===== src/rtl/sgdma_pkg.sv =====
package sgdma_pkg;

  typedef enum logic [1:0] {
    ST_IDLE = 2'd0,
    ST_SEEK = 2'd1,
    ST_DATA = 2'd2,
    ST_NOTE = 2'd3
  } eng_state_e;

  localparam logic [7:0] RA_CTRL   = 8'h00;
  localparam logic [7:0] RA_CFG    = 8'h01;
  localparam logic [7:0] RA_NOTE_L = 8'h02;
  localparam logic [7:0] RA_NOTE_H = 8'h03;
  localparam logic [7:0] RA_LEN    = 8'h04;
  localparam logic [7:0] RA_STAT   = 8'h08;
  localparam logic [7:0] RA_BYTES  = 8'h09;
  localparam logic [7:0] RA_RTT    = 8'h0A;
  localparam logic [1:0] RA_TBL_HI = 2'b01;

  function automatic logic [31:0] payload_bytes(input logic [1:0] code);
    case (code)
      2'd0:    payload_bytes = 32'd128;
      2'd1:    payload_bytes = 32'd256;
      default: payload_bytes = 32'd512;
    endcase
  endfunction

endpackage


===== src/rtl/sgdma_desc_table.sv =====
module sgdma_desc_table #(
  parameter int DEPTH    = 8,
  parameter int ADDR_W   = 64,
  parameter int LEN_W    = 32,
  parameter int IDX_W    = 4,
  parameter logic [31:0] SIZE_CAP = 32'h8000_0000
) (
  input  logic              clk,
  input  logic              rst_n,
  input  logic              wr_en,
  input  logic [3:0]        wr_idx,
  input  logic [1:0]        wr_field,
  input  logic [31:0]       wr_data,
  input  logic [3:0]        pio_idx,
  input  logic [1:0]        pio_field,
  output logic [31:0]       pio_data,
  input  logic [IDX_W-1:0]  eng_idx,
  output logic [ADDR_W-1:0] eng_base,
  output logic [LEN_W-1:0]  eng_size,
  output logic              eng_valid
);

  logic [ADDR_W-1:0] ent_base [DEPTH];
  logic [LEN_W-1:0]  ent_size [DEPTH];
  logic [DEPTH-1:0]  ent_vld;

  for (genvar i = 0; i < DEPTH; i++) begin : g_ent
    logic [ADDR_W-1:0] base_q, base_d;
    logic [LEN_W-1:0]  size_q, size_d;
    logic              vld_q, vld_d;
    logic              sel;

    assign sel = wr_en && (wr_idx == 4'(i));

    always_comb begin
      base_d = base_q;
      size_d = size_q;
      vld_d  = vld_q;
      if (sel) begin
        case (wr_field)
          2'd0: base_d[31:0] = wr_data;
          2'd1: base_d[ADDR_W-1:32] = wr_data[ADDR_W-33:0];
          2'd2: size_d = (wr_data > SIZE_CAP) ? LEN_W'(SIZE_CAP) : LEN_W'(wr_data);
          default: vld_d = wr_data[0];
        endcase
      end
    end

    always_ff @(posedge clk or negedge rst_n) begin
      if (!rst_n) begin
        base_q <= '0;
        size_q <= '0;
        vld_q  <= 1'b0;
      end else if (sel) begin
        base_q <= base_d;
        size_q <= size_d;
        vld_q  <= vld_d;
      end
    end

    assign ent_base[i] = base_q;
    assign ent_size[i] = size_q;
    assign ent_vld[i]  = vld_q;
  end

  always_comb begin
    eng_base  = '0;
    eng_size  = '0;
    eng_valid = 1'b0;
    if (eng_idx < IDX_W'(DEPTH)) begin
      eng_base  = ent_base[eng_idx];
      eng_size  = ent_size[eng_idx];
      eng_valid = ent_vld[eng_idx];
    end
  end

  always_comb begin
    pio_data = '0;
    if (pio_idx < 4'(DEPTH)) begin
      case (pio_field)
        2'd0:    pio_data = ent_base[pio_idx][31:0];
        2'd1:    pio_data = 32'(ent_base[pio_idx][ADDR_W-1:32]);
        2'd2:    pio_data = 32'(ent_size[pio_idx]);
        default: pio_data = {31'd0, ent_vld[pio_idx]};
      endcase
    end
  end

endmodule


===== src/rtl/sgdma_rtt_timer.sv =====
module sgdma_rtt_timer #(
  parameter int CNT_W = 32
) (
  input  logic             clk,
  input  logic             rst_n,
  input  logic             start,
  input  logic             stop,
  output logic [CNT_W-1:0] count
);

  logic             run_q, run_d;
  logic [CNT_W-1:0] cnt_q, cnt_d;

  always_comb begin
    run_d = run_q;
    cnt_d = cnt_q;
    if (start) begin
      run_d = 1'b1;
      cnt_d = '0;
    end else if (run_q) begin
      cnt_d = cnt_q + 1'b1;
      if (stop) run_d = 1'b0;
    end
  end

  always_ff @(posedge clk or negedge rst_n) begin
    if (!rst_n) begin
      run_q <= 1'b0;
      cnt_q <= '0;
    end else begin
      run_q <= run_d;
      cnt_q <= cnt_d;
    end
  end

  assign count = cnt_q;

endmodule


===== src/rtl/sgdma_burst_engine.sv =====
module sgdma_burst_engine
  import sgdma_pkg::*;
#(
  parameter int DATA_W = 256,
  parameter int ADDR_W = 64,
  parameter int LEN_W  = 32,
  parameter int DEPTH  = 8,
  parameter int IDX_W  = 4,
  parameter int BLEN_W = 16
) (
  input  logic              clk,
  input  logic              rst_n,
  input  logic              start,
  input  logic              done_clr,
  input  logic [1:0]        pl_code,
  input  logic [LEN_W-1:0]  xfer_len,
  input  logic [ADDR_W-1:0] note_addr,
  output logic              start_acc,
  output logic [IDX_W-1:0]  tbl_idx,
  input  logic [ADDR_W-1:0] tbl_base,
  input  logic [LEN_W-1:0]  tbl_size,
  input  logic              tbl_valid,
  input  logic              in_valid,
  output logic              in_ready,
  input  logic [DATA_W-1:0] in_data,
  output logic              m_valid,
  input  logic              m_ready,
  output logic [ADDR_W-1:0] m_addr,
  output logic [BLEN_W-1:0] m_len,
  output logic [DATA_W-1:0] m_data,
  output logic              m_last,
  output logic              m_note,
  output logic              busy,
  output logic              done,
  output logic              ovf,
  output logic [LEN_W-1:0]  bytes
);

  localparam int BEAT_B  = DATA_W / 8;
  localparam int BEAT_SH = $clog2(BEAT_B);
  localparam int PAGE_B  = 4096;

  eng_state_e        state_q, state_d;
  logic [IDX_W-1:0]  idx_q, idx_d;
  logic [LEN_W-1:0]  off_q, off_d;
  logic [LEN_W-1:0]  rem_q, rem_d;
  logic [LEN_W-1:0]  bytes_q, bytes_d;
  logic [ADDR_W-1:0] baddr_q, baddr_d;
  logic [BLEN_W-1:0] blen_q, blen_d;
  logic [BLEN_W-1:0] beats_q, beats_d;
  logic              busy_q, busy_d;
  logic              done_q, done_d;
  logic              ovf_q, ovf_d;

  logic [ADDR_W-1:0] cur_addr;
  logic [LEN_W-1:0]  ent_left, to_page, pl_len, blen_c;
  logic [LEN_W-1:0]  new_off;
  logic              fire;

  // burst sizing: smallest of payload limit, entry remainder, transfer remainder, page room
  always_comb begin
    cur_addr = tbl_base + ADDR_W'(off_q);
    ent_left = tbl_size - off_q;
    to_page  = LEN_W'(PAGE_B) - LEN_W'(cur_addr[11:0]);
    pl_len   = LEN_W'(payload_bytes(pl_code));
    blen_c   = pl_len;
    if (ent_left < blen_c) blen_c = ent_left;
    if (rem_q    < blen_c) blen_c = rem_q;
    if (to_page  < blen_c) blen_c = to_page;
  end

  assign fire    = (state_q == ST_DATA) && in_valid && m_ready;
  assign new_off = off_q + LEN_W'(blen_q);

  always_comb begin
    state_d   = state_q;
    idx_d     = idx_q;
    off_d     = off_q;
    rem_d     = rem_q;
    bytes_d   = bytes_q;
    baddr_d   = baddr_q;
    blen_d    = blen_q;
    beats_d   = beats_q;
    busy_d    = busy_q;
    done_d    = done_q;
    ovf_d     = ovf_q;
    start_acc = 1'b0;
    if (done_clr) done_d = 1'b0;
    case (state_q)
      ST_IDLE: begin
        if (start) begin
          start_acc = 1'b1;
          state_d   = ST_SEEK;
          idx_d     = '0;
          off_d     = '0;
          rem_d     = xfer_len;
          bytes_d   = '0;
          busy_d    = 1'b1;
          done_d    = 1'b0;
          ovf_d     = 1'b0;
        end
      end
      ST_SEEK: begin
        if (rem_q == '0) begin
          state_d = ST_NOTE;
        end else if (idx_q >= IDX_W'(DEPTH)) begin
          ovf_d   = 1'b1;
          busy_d  = 1'b0;
          state_d = ST_IDLE;
        end else if (tbl_valid && (tbl_size > off_q)) begin
          baddr_d = cur_addr;
          blen_d  = BLEN_W'(blen_c);
          beats_d = BLEN_W'(blen_c >> BEAT_SH);
          state_d = ST_DATA;
        end else begin
          idx_d = idx_q + 1'b1;
          off_d = '0;
        end
      end
      ST_DATA: begin
        if (fire) begin
          beats_d = beats_q - 1'b1;
          if (beats_q == BLEN_W'(1)) begin
            rem_d   = rem_q - LEN_W'(blen_q);
            bytes_d = bytes_q + LEN_W'(blen_q);
            state_d = ST_SEEK;
            if (new_off >= tbl_size) begin
              idx_d = idx_q + 1'b1;
              off_d = '0;
            end else begin
              off_d = new_off;
            end
          end
        end
      end
      default: begin
        if (m_ready) begin
          busy_d  = 1'b0;
          done_d  = 1'b1;
          state_d = ST_IDLE;
        end
      end
    endcase
  end

  always_ff @(posedge clk or negedge rst_n) begin
    if (!rst_n) begin
      state_q <= ST_IDLE;
      idx_q   <= '0;
      off_q   <= '0;
      rem_q   <= '0;
      bytes_q <= '0;
      baddr_q <= '0;
      blen_q  <= '0;
      beats_q <= '0;
      busy_q  <= 1'b0;
      done_q  <= 1'b0;
      ovf_q   <= 1'b0;
    end else begin
      state_q <= state_d;
      idx_q   <= idx_d;
      off_q   <= off_d;
      rem_q   <= rem_d;
      bytes_q <= bytes_d;
      baddr_q <= baddr_d;
      blen_q  <= blen_d;
      beats_q <= beats_d;
      busy_q  <= busy_d;
      done_q  <= done_d;
      ovf_q   <= ovf_d;
    end
  end

  always_comb begin
    m_valid = 1'b0;
    m_addr  = '0;
    m_len   = '0;
    m_data  = '0;
    m_last  = 1'b0;
    m_note  = 1'b0;
    if (state_q == ST_DATA) begin
      m_valid = in_valid;
      m_addr  = baddr_q;
      m_len   = blen_q;
      m_data  = in_data;
      m_last  = (beats_q == BLEN_W'(1));
    end else if (state_q == ST_NOTE) begin
      m_valid = 1'b1;
      m_addr  = note_addr;
      m_len   = BLEN_W'(BEAT_B);
      m_data  = DATA_W'(bytes_q);
      m_last  = 1'b1;
      m_note  = 1'b1;
    end
  end

  assign in_ready = (state_q == ST_DATA) && m_ready;
  assign tbl_idx  = idx_q;
  assign busy     = busy_q;
  assign done     = done_q;
  assign ovf      = ovf_q;
  assign bytes    = bytes_q;

endmodule


===== src/rtl/sgdma_wr_ctrl.sv =====
module sgdma_wr_ctrl
  import sgdma_pkg::*;
#(
  parameter int DATA_W = 256,
  parameter int ADDR_W = 64,
  parameter int LEN_W  = 32,
  parameter int DEPTH  = 8,
  parameter int BLEN_W = 16,
  parameter int RTT_W  = 32
) (
  input  logic              clk,
  input  logic              rst_n,
  input  logic              reg_wr,
  input  logic [7:0]        reg_addr,
  input  logic [31:0]       reg_wdata,
  output logic [31:0]       reg_rdata,
  input  logic              in_valid,
  output logic              in_ready,
  input  logic [DATA_W-1:0] in_data,
  output logic              m_valid,
  input  logic              m_ready,
  output logic [ADDR_W-1:0] m_addr,
  output logic [BLEN_W-1:0] m_len,
  output logic [DATA_W-1:0] m_data,
  output logic              m_last,
  output logic              m_note
);

  localparam int IDX_W = $clog2(DEPTH + 1);

  // reset: asserted asynchronously, released on a clock edge
  logic [1:0] rst_pipe;
  logic       rst_sync_n;
  always_ff @(posedge clk or negedge rst_n) begin
    if (!rst_n) rst_pipe <= 2'b00;
    else        rst_pipe <= {rst_pipe[0], 1'b1};
  end
  assign rst_sync_n = rst_pipe[1];

  // register port decode
  logic wr_ctrl, wr_cfg, wr_nl, wr_nh, wr_len, wr_tbl;
  assign wr_ctrl = reg_wr && (reg_addr == RA_CTRL);
  assign wr_cfg  = reg_wr && (reg_addr == RA_CFG);
  assign wr_nl   = reg_wr && (reg_addr == RA_NOTE_L);
  assign wr_nh   = reg_wr && (reg_addr == RA_NOTE_H);
  assign wr_len  = reg_wr && (reg_addr == RA_LEN);
  assign wr_tbl  = reg_wr && (reg_addr[7:6] == RA_TBL_HI);

  logic cmd_start, cmd_stop, cmd_clr;
  assign cmd_start = wr_ctrl && reg_wdata[0];
  assign cmd_stop  = wr_ctrl && reg_wdata[1];
  assign cmd_clr   = wr_ctrl && (reg_wdata[2] || reg_wdata[1]);

  logic [1:0]        pl_q, pl_d;
  logic [ADDR_W-1:0] note_q, note_d;
  logic [LEN_W-1:0]  len_q, len_d;

  always_comb begin
    pl_d   = pl_q;
    note_d = note_q;
    len_d  = len_q;
    if (wr_cfg) pl_d = reg_wdata[1:0];
    if (wr_nl)  note_d[31:0] = reg_wdata;
    if (wr_nh)  note_d[ADDR_W-1:32] = reg_wdata[ADDR_W-33:0];
    if (wr_len) len_d = LEN_W'(reg_wdata);
  end

  always_ff @(posedge clk or negedge rst_sync_n) begin
    if (!rst_sync_n) begin
      pl_q   <= '0;
      note_q <= '0;
      len_q  <= '0;
    end else if (wr_cfg || wr_nl || wr_nh || wr_len) begin
      pl_q   <= pl_d;
      note_q <= note_d;
      len_q  <= len_d;
    end
  end

  logic [IDX_W-1:0]  tbl_idx;
  logic [ADDR_W-1:0] tbl_base;
  logic [LEN_W-1:0]  tbl_size;
  logic              tbl_valid;
  logic [31:0]       tbl_rdata;

  sgdma_desc_table #(
    .DEPTH (DEPTH),
    .ADDR_W(ADDR_W),
    .LEN_W (LEN_W),
    .IDX_W (IDX_W)
  ) u_table (
    .clk      (clk),
    .rst_n    (rst_sync_n),
    .wr_en    (wr_tbl),
    .wr_idx   (reg_addr[5:2]),
    .wr_field (reg_addr[1:0]),
    .wr_data  (reg_wdata),
    .pio_idx  (reg_addr[5:2]),
    .pio_field(reg_addr[1:0]),
    .pio_data (tbl_rdata),
    .eng_idx  (tbl_idx),
    .eng_base (tbl_base),
    .eng_size (tbl_size),
    .eng_valid(tbl_valid)
  );

  logic             start_acc;
  logic             sts_busy, sts_done, sts_ovf;
  logic [LEN_W-1:0] sts_bytes;

  sgdma_burst_engine #(
    .DATA_W(DATA_W),
    .ADDR_W(ADDR_W),
    .LEN_W (LEN_W),
    .DEPTH (DEPTH),
    .IDX_W (IDX_W),
    .BLEN_W(BLEN_W)
  ) u_engine (
    .clk      (clk),
    .rst_n    (rst_sync_n),
    .start    (cmd_start),
    .done_clr (cmd_clr),
    .pl_code  (pl_q),
    .xfer_len (len_q),
    .note_addr(note_q),
    .start_acc(start_acc),
    .tbl_idx  (tbl_idx),
    .tbl_base (tbl_base),
    .tbl_size (tbl_size),
    .tbl_valid(tbl_valid),
    .in_valid (in_valid),
    .in_ready (in_ready),
    .in_data  (in_data),
    .m_valid  (m_valid),
    .m_ready  (m_ready),
    .m_addr   (m_addr),
    .m_len    (m_len),
    .m_data   (m_data),
    .m_last   (m_last),
    .m_note   (m_note),
    .busy     (sts_busy),
    .done     (sts_done),
    .ovf      (sts_ovf),
    .bytes    (sts_bytes)
  );

  logic [RTT_W-1:0] rtt_cnt;

  sgdma_rtt_timer #(.CNT_W(RTT_W)) u_rtt (
    .clk  (clk),
    .rst_n(rst_sync_n),
    .start(start_acc),
    .stop (cmd_stop),
    .count(rtt_cnt)
  );

  always_comb begin
    reg_rdata = '0;
    if (reg_addr[7:6] == RA_TBL_HI) begin
      reg_rdata = tbl_rdata;
    end else begin
      case (reg_addr)
        RA_CFG:    reg_rdata = {30'd0, pl_q};
        RA_NOTE_L: reg_rdata = note_q[31:0];
        RA_NOTE_H: reg_rdata = 32'(note_q[ADDR_W-1:32]);
        RA_LEN:    reg_rdata = 32'(len_q);
        RA_STAT:   reg_rdata = {16'd0, 8'(tbl_idx), 5'd0, sts_ovf, sts_done, sts_busy};
        RA_BYTES:  reg_rdata = 32'(sts_bytes);
        RA_RTT:    reg_rdata = 32'(rtt_cnt);
        default:   reg_rdata = '0;
      endcase
    end
  end

endmodule


===== config.mk =====
export PLATFORM = sky130hd
export DESIGN_NAME = sgdma_wr_ctrl
export DESIGN_NICKNAME = d
export VERILOG_FILES = /design/src/rtl/sgdma_pkg.sv /design/src/rtl/sgdma_desc_table.sv /design/src/rtl/sgdma_rtt_timer.sv /design/src/rtl/sgdma_burst_engine.sv /design/src/rtl/sgdma_wr_ctrl.sv
export SDC_FILE = /design/constraint.sdc
export NUM_CORES = 2
export LEC_CHECK = 0
export BUFFER_PORTS_ARGS = -buffer_cell sky130_fd_sc_hd__buf_2
export CAP_MARGIN = 30
export CELL_PAD_IN_SITES_DETAIL_PLACEMENT = 2
export CELL_PAD_IN_SITES_GLOBAL_PLACEMENT = 2
export CORE_UTILIZATION = 40
export DETAILED_ROUTE_END_ITERATION = 16
export PLACE_DENSITY = 0.79
export RECOVER_POWER = 25
export SLEW_MARGIN = 20
export SYNTH_ARGS = -nofsm -noshare
export SYNTH_HDL_FRONTEND = slang
export SYNTH_SLANG_ARGS = --single-unit

===== constraint.sdc =====
create_clock -name clk -period 41.3 [get_ports clk]
set_input_delay 4.13 -clock clk [delete_from_list [all_inputs] [get_ports clk]]
set_output_delay 4.13 -clock clk [all_outputs]
set_load 0.01 [all_outputs]

==> out/results.tsv <==
metric	value	unit
failing checks	max-capacitance violations, max-slew violations	
hold crit path type	register to register	
Chip Width	413	um
TritonCTS clock tree	built	
Setup crit start kind	register	
Worst-path clk slew	0.06	ns
Buf+Inv Stages, Crit Path	4	
Wirelength per Cell	40.0	um
Worst EP required	41.96	ns
CP max stage cell	dfrtp_4	
CTS max path bufs	3	
Max Slew Vio Count	652	
Final ANT Viol Nets	0	
total leakage power	36.7	nW
initial core utilization	40.4	%
arrival time of the worst setup path	14.15	ns
Via density	6.72	
number of port buffers	672	
Yosys top cell by area	dfrtp_1	
First-pass DRT Iterations	9	
Die Span Y	413	um
number of failing hold endpoints at the final stage	0	
ys async rst share	100	%
GRT overflow	0	
initial antenna violation count	100	
Pwr Density	58.2	nW/um^2
unrepaired setup endpoints after global routing	no	
main area contributors after synthesis	dfrtp_1, mux4_2, mux2_2	
Util after Layout	46.6	%
Post-synth EDFFs	0	
CP Class	register to register	
number of H-tree levels	4	
vias in the first global route	64115	
final RePlAce weighted congestion	1.00	
CP Max Fanout	51	
largest net degree at the start of global routing	103	
Tot GR Track Use	41.9	%
CTS buffer count	131	
post-synth cell types	94	
min cycle time layout	13.49	ns
Cell Rows	150	
mapped cell area	67600	sq um
Total Wirelength	361000	um
fmax	74.1	MHz
Detailed Route Iter0 Violations	6746	
cell family with most CP delay	compound AO/OA/AOI/OAI gates	
skew final	0.0699	ns
fraction of layout cells with a size suffix above 1	31.7	%
Synth Warn #	0	
clk sinks	1110	
number of standard cells after synthesis	6167	
Worst slew margin	-163	%
final setup fails	0	
Vias	60684	
Die ar.	171000	sq um
FF+latch count, synth	1110	
most common cell after layout, fill and taps aside	dfrtp_1	
DR DRC count	0	
number of I/O pins	673	
actual slew at the worst max-slew pin	3.94	ns
top cell type's share of synthesized area	41.1	%
worst vdd ir	0.0000419	V
status	finished, violations left	
fin crit share	32.7	%
final net count	7173	
HPWL Detailed	239000	um
Seq/Total Area, Yosys	41.1	%
first-pass GRT wire length	506000	um
total core area	167000	sq um
Avg Cell Area, Syn	11.0	sq um
Post-CTS Setup Repair Bufs	0	
CP peak stage delay	0.78	ns
Register-to-Register Setup Slack	27.81	ns
Post-CTS Hold Buffers	0	
Max Cap Viol	13	
# resized after CTS	0	
commonest cells after routing, fill and taps aside	dfrtp_1, buf_2, nand2_1	
CTS root buffer	clkbuf_16	
Top FF cell, synth	dfrtp_1	
Crit. End Element	register	
clk_lat worst skew	0.84	ns
Layout area overhead	15.6	%
setup TNS	0	ns
[metrics by stage]
| step | area, sq um | hold slack, ns | power, mW | std cells | worst slack, ns |
|---|---|---|---|---|---|
| floorplan | 67600 | 0.331 | 2.54 | 6189 | 8.07 |
| global placement | 73100 | 0.337 | 3.14 | 8719 | 28.40 |
| detailed placement | 73300 | 0.356 | 3.22 | 8731 | 28.11 |
| CTS | 77800 | 0.400 | 4.51 | 8967 | 27.99 |
| global route | 78000 | 0.405 | 4.71 | 8997 | 27.22 |
| finish | 78100 | 0.390 | 4.54 | 9034 | 27.81 |
[per-layer routing]
layer  GRT usage [%]  share of wire, %  up-vias
li1                -                 -    23541
met1            48.8                36    31832
met2            64.6                45     3887
met5               0              0.12        -
met3            13.4               9.9     1360
met4            31.1               8.6       64
[worst paths after layout]
path	start	end	depth (start not counted)
max in group asynchronous	rst_pipe[1]	u_table.g_ent[6].base_q[6]	3
hold / removal	rst_pipe[0]	rst_pipe[1]	0
setup / recovery	u_engine.tbl_idx[1]	u_engine.blen_q[0]	47
setup reg to reg	u_engine.tbl_idx[1]	u_engine.blen_q[0]	47
min in group asynchronous	rst_pipe[1]	u_table.g_ent[7].base_q[50]	0
hold reg to reg	rst_pipe[0]	rst_pipe[1]	0
[synthesized netlist by cell type, drive strengths merged, types with 97 or more instances]
library cell  count
mux2            635
o21ai           487
mux4            415
nand3           103
inv             189
a21oi           186
ha              194
dfrtp          1110
nand2           667
nor2            297
and2            249
buf             111
mux2i           126
a22o            114
clkbuf          356
a21o             97
[cell families after synthesis]
logic type	after synthesis	synth area share, %
AOI/OAI and AO/OA	1193	11.3
xor gates and xnor gates	171	2.22
adders and majority gates	203	3.80
buffers and inverters	656	3.72
DFF	1110	41.1
muxes	1176	26.3
other	1	0.00555
and+or+nand+nor	1657	11.6
[worst register-to-register path, delay by kind of cell (launching register included)]
family / cells / cell delay, ns
AOI/OAI and AO/OA: 21 / 5.27
and+or+nand+nor: 12 / 3.08
muxes: 4 / 1.57
adders and majority gates: 5 / 1.47
buffers and inverters: 4 / 0.97
DFF: 1 / 0.78
xor gates and xnor gates: 1 / 0.21
[report_power, final]
group	total [mW]	leakage (nW)	internal, mW	switching (mW)
Combinational	1.92	19.3	0.718	1.20
Clock	1.26	2.22	0.710	0.548
Sequential	1.37	15.2	1.18	0.188
Total	4.54	36.7	2.61	1.94
[final cells by class]
| cell class | instances | area, sq um |
|---|---|---|
| fillers | 16869 | 89300 |
| multi-input cells | 4423 | 37500 |
| flip-flops and latches | 1110 | 27800 |
| repair buffers | 818 | 4640 |
| clock buffers | 185 | 3820 |
| well taps | 2204 | 2760 |
| inverters | 189 | 709 |
| clock inverters | 51 | 697 |
| diodes | 54 | 135 |
[registers in the layout, indices dropped and copies added (netlist names), 2 cells and up]
register and cells:
len_q 32, note_q 64, pl_q 2, rst_pipe 2, u_engine.baddr_q 64, u_engine.beats_q 16
u_engine.blen_q 16, u_engine.bytes 32, u_engine.off_q 32, u_engine.rem_q 32, u_engine.state_q 2, u_engine.tbl_idx 4
u_rtt.count 32, u_table.g_ent.base_q 512, u_table.g_ent.size_q 256, u_table.g_ent.vld_q 8
Note: power is estimated with default switching activity, not from simulation.
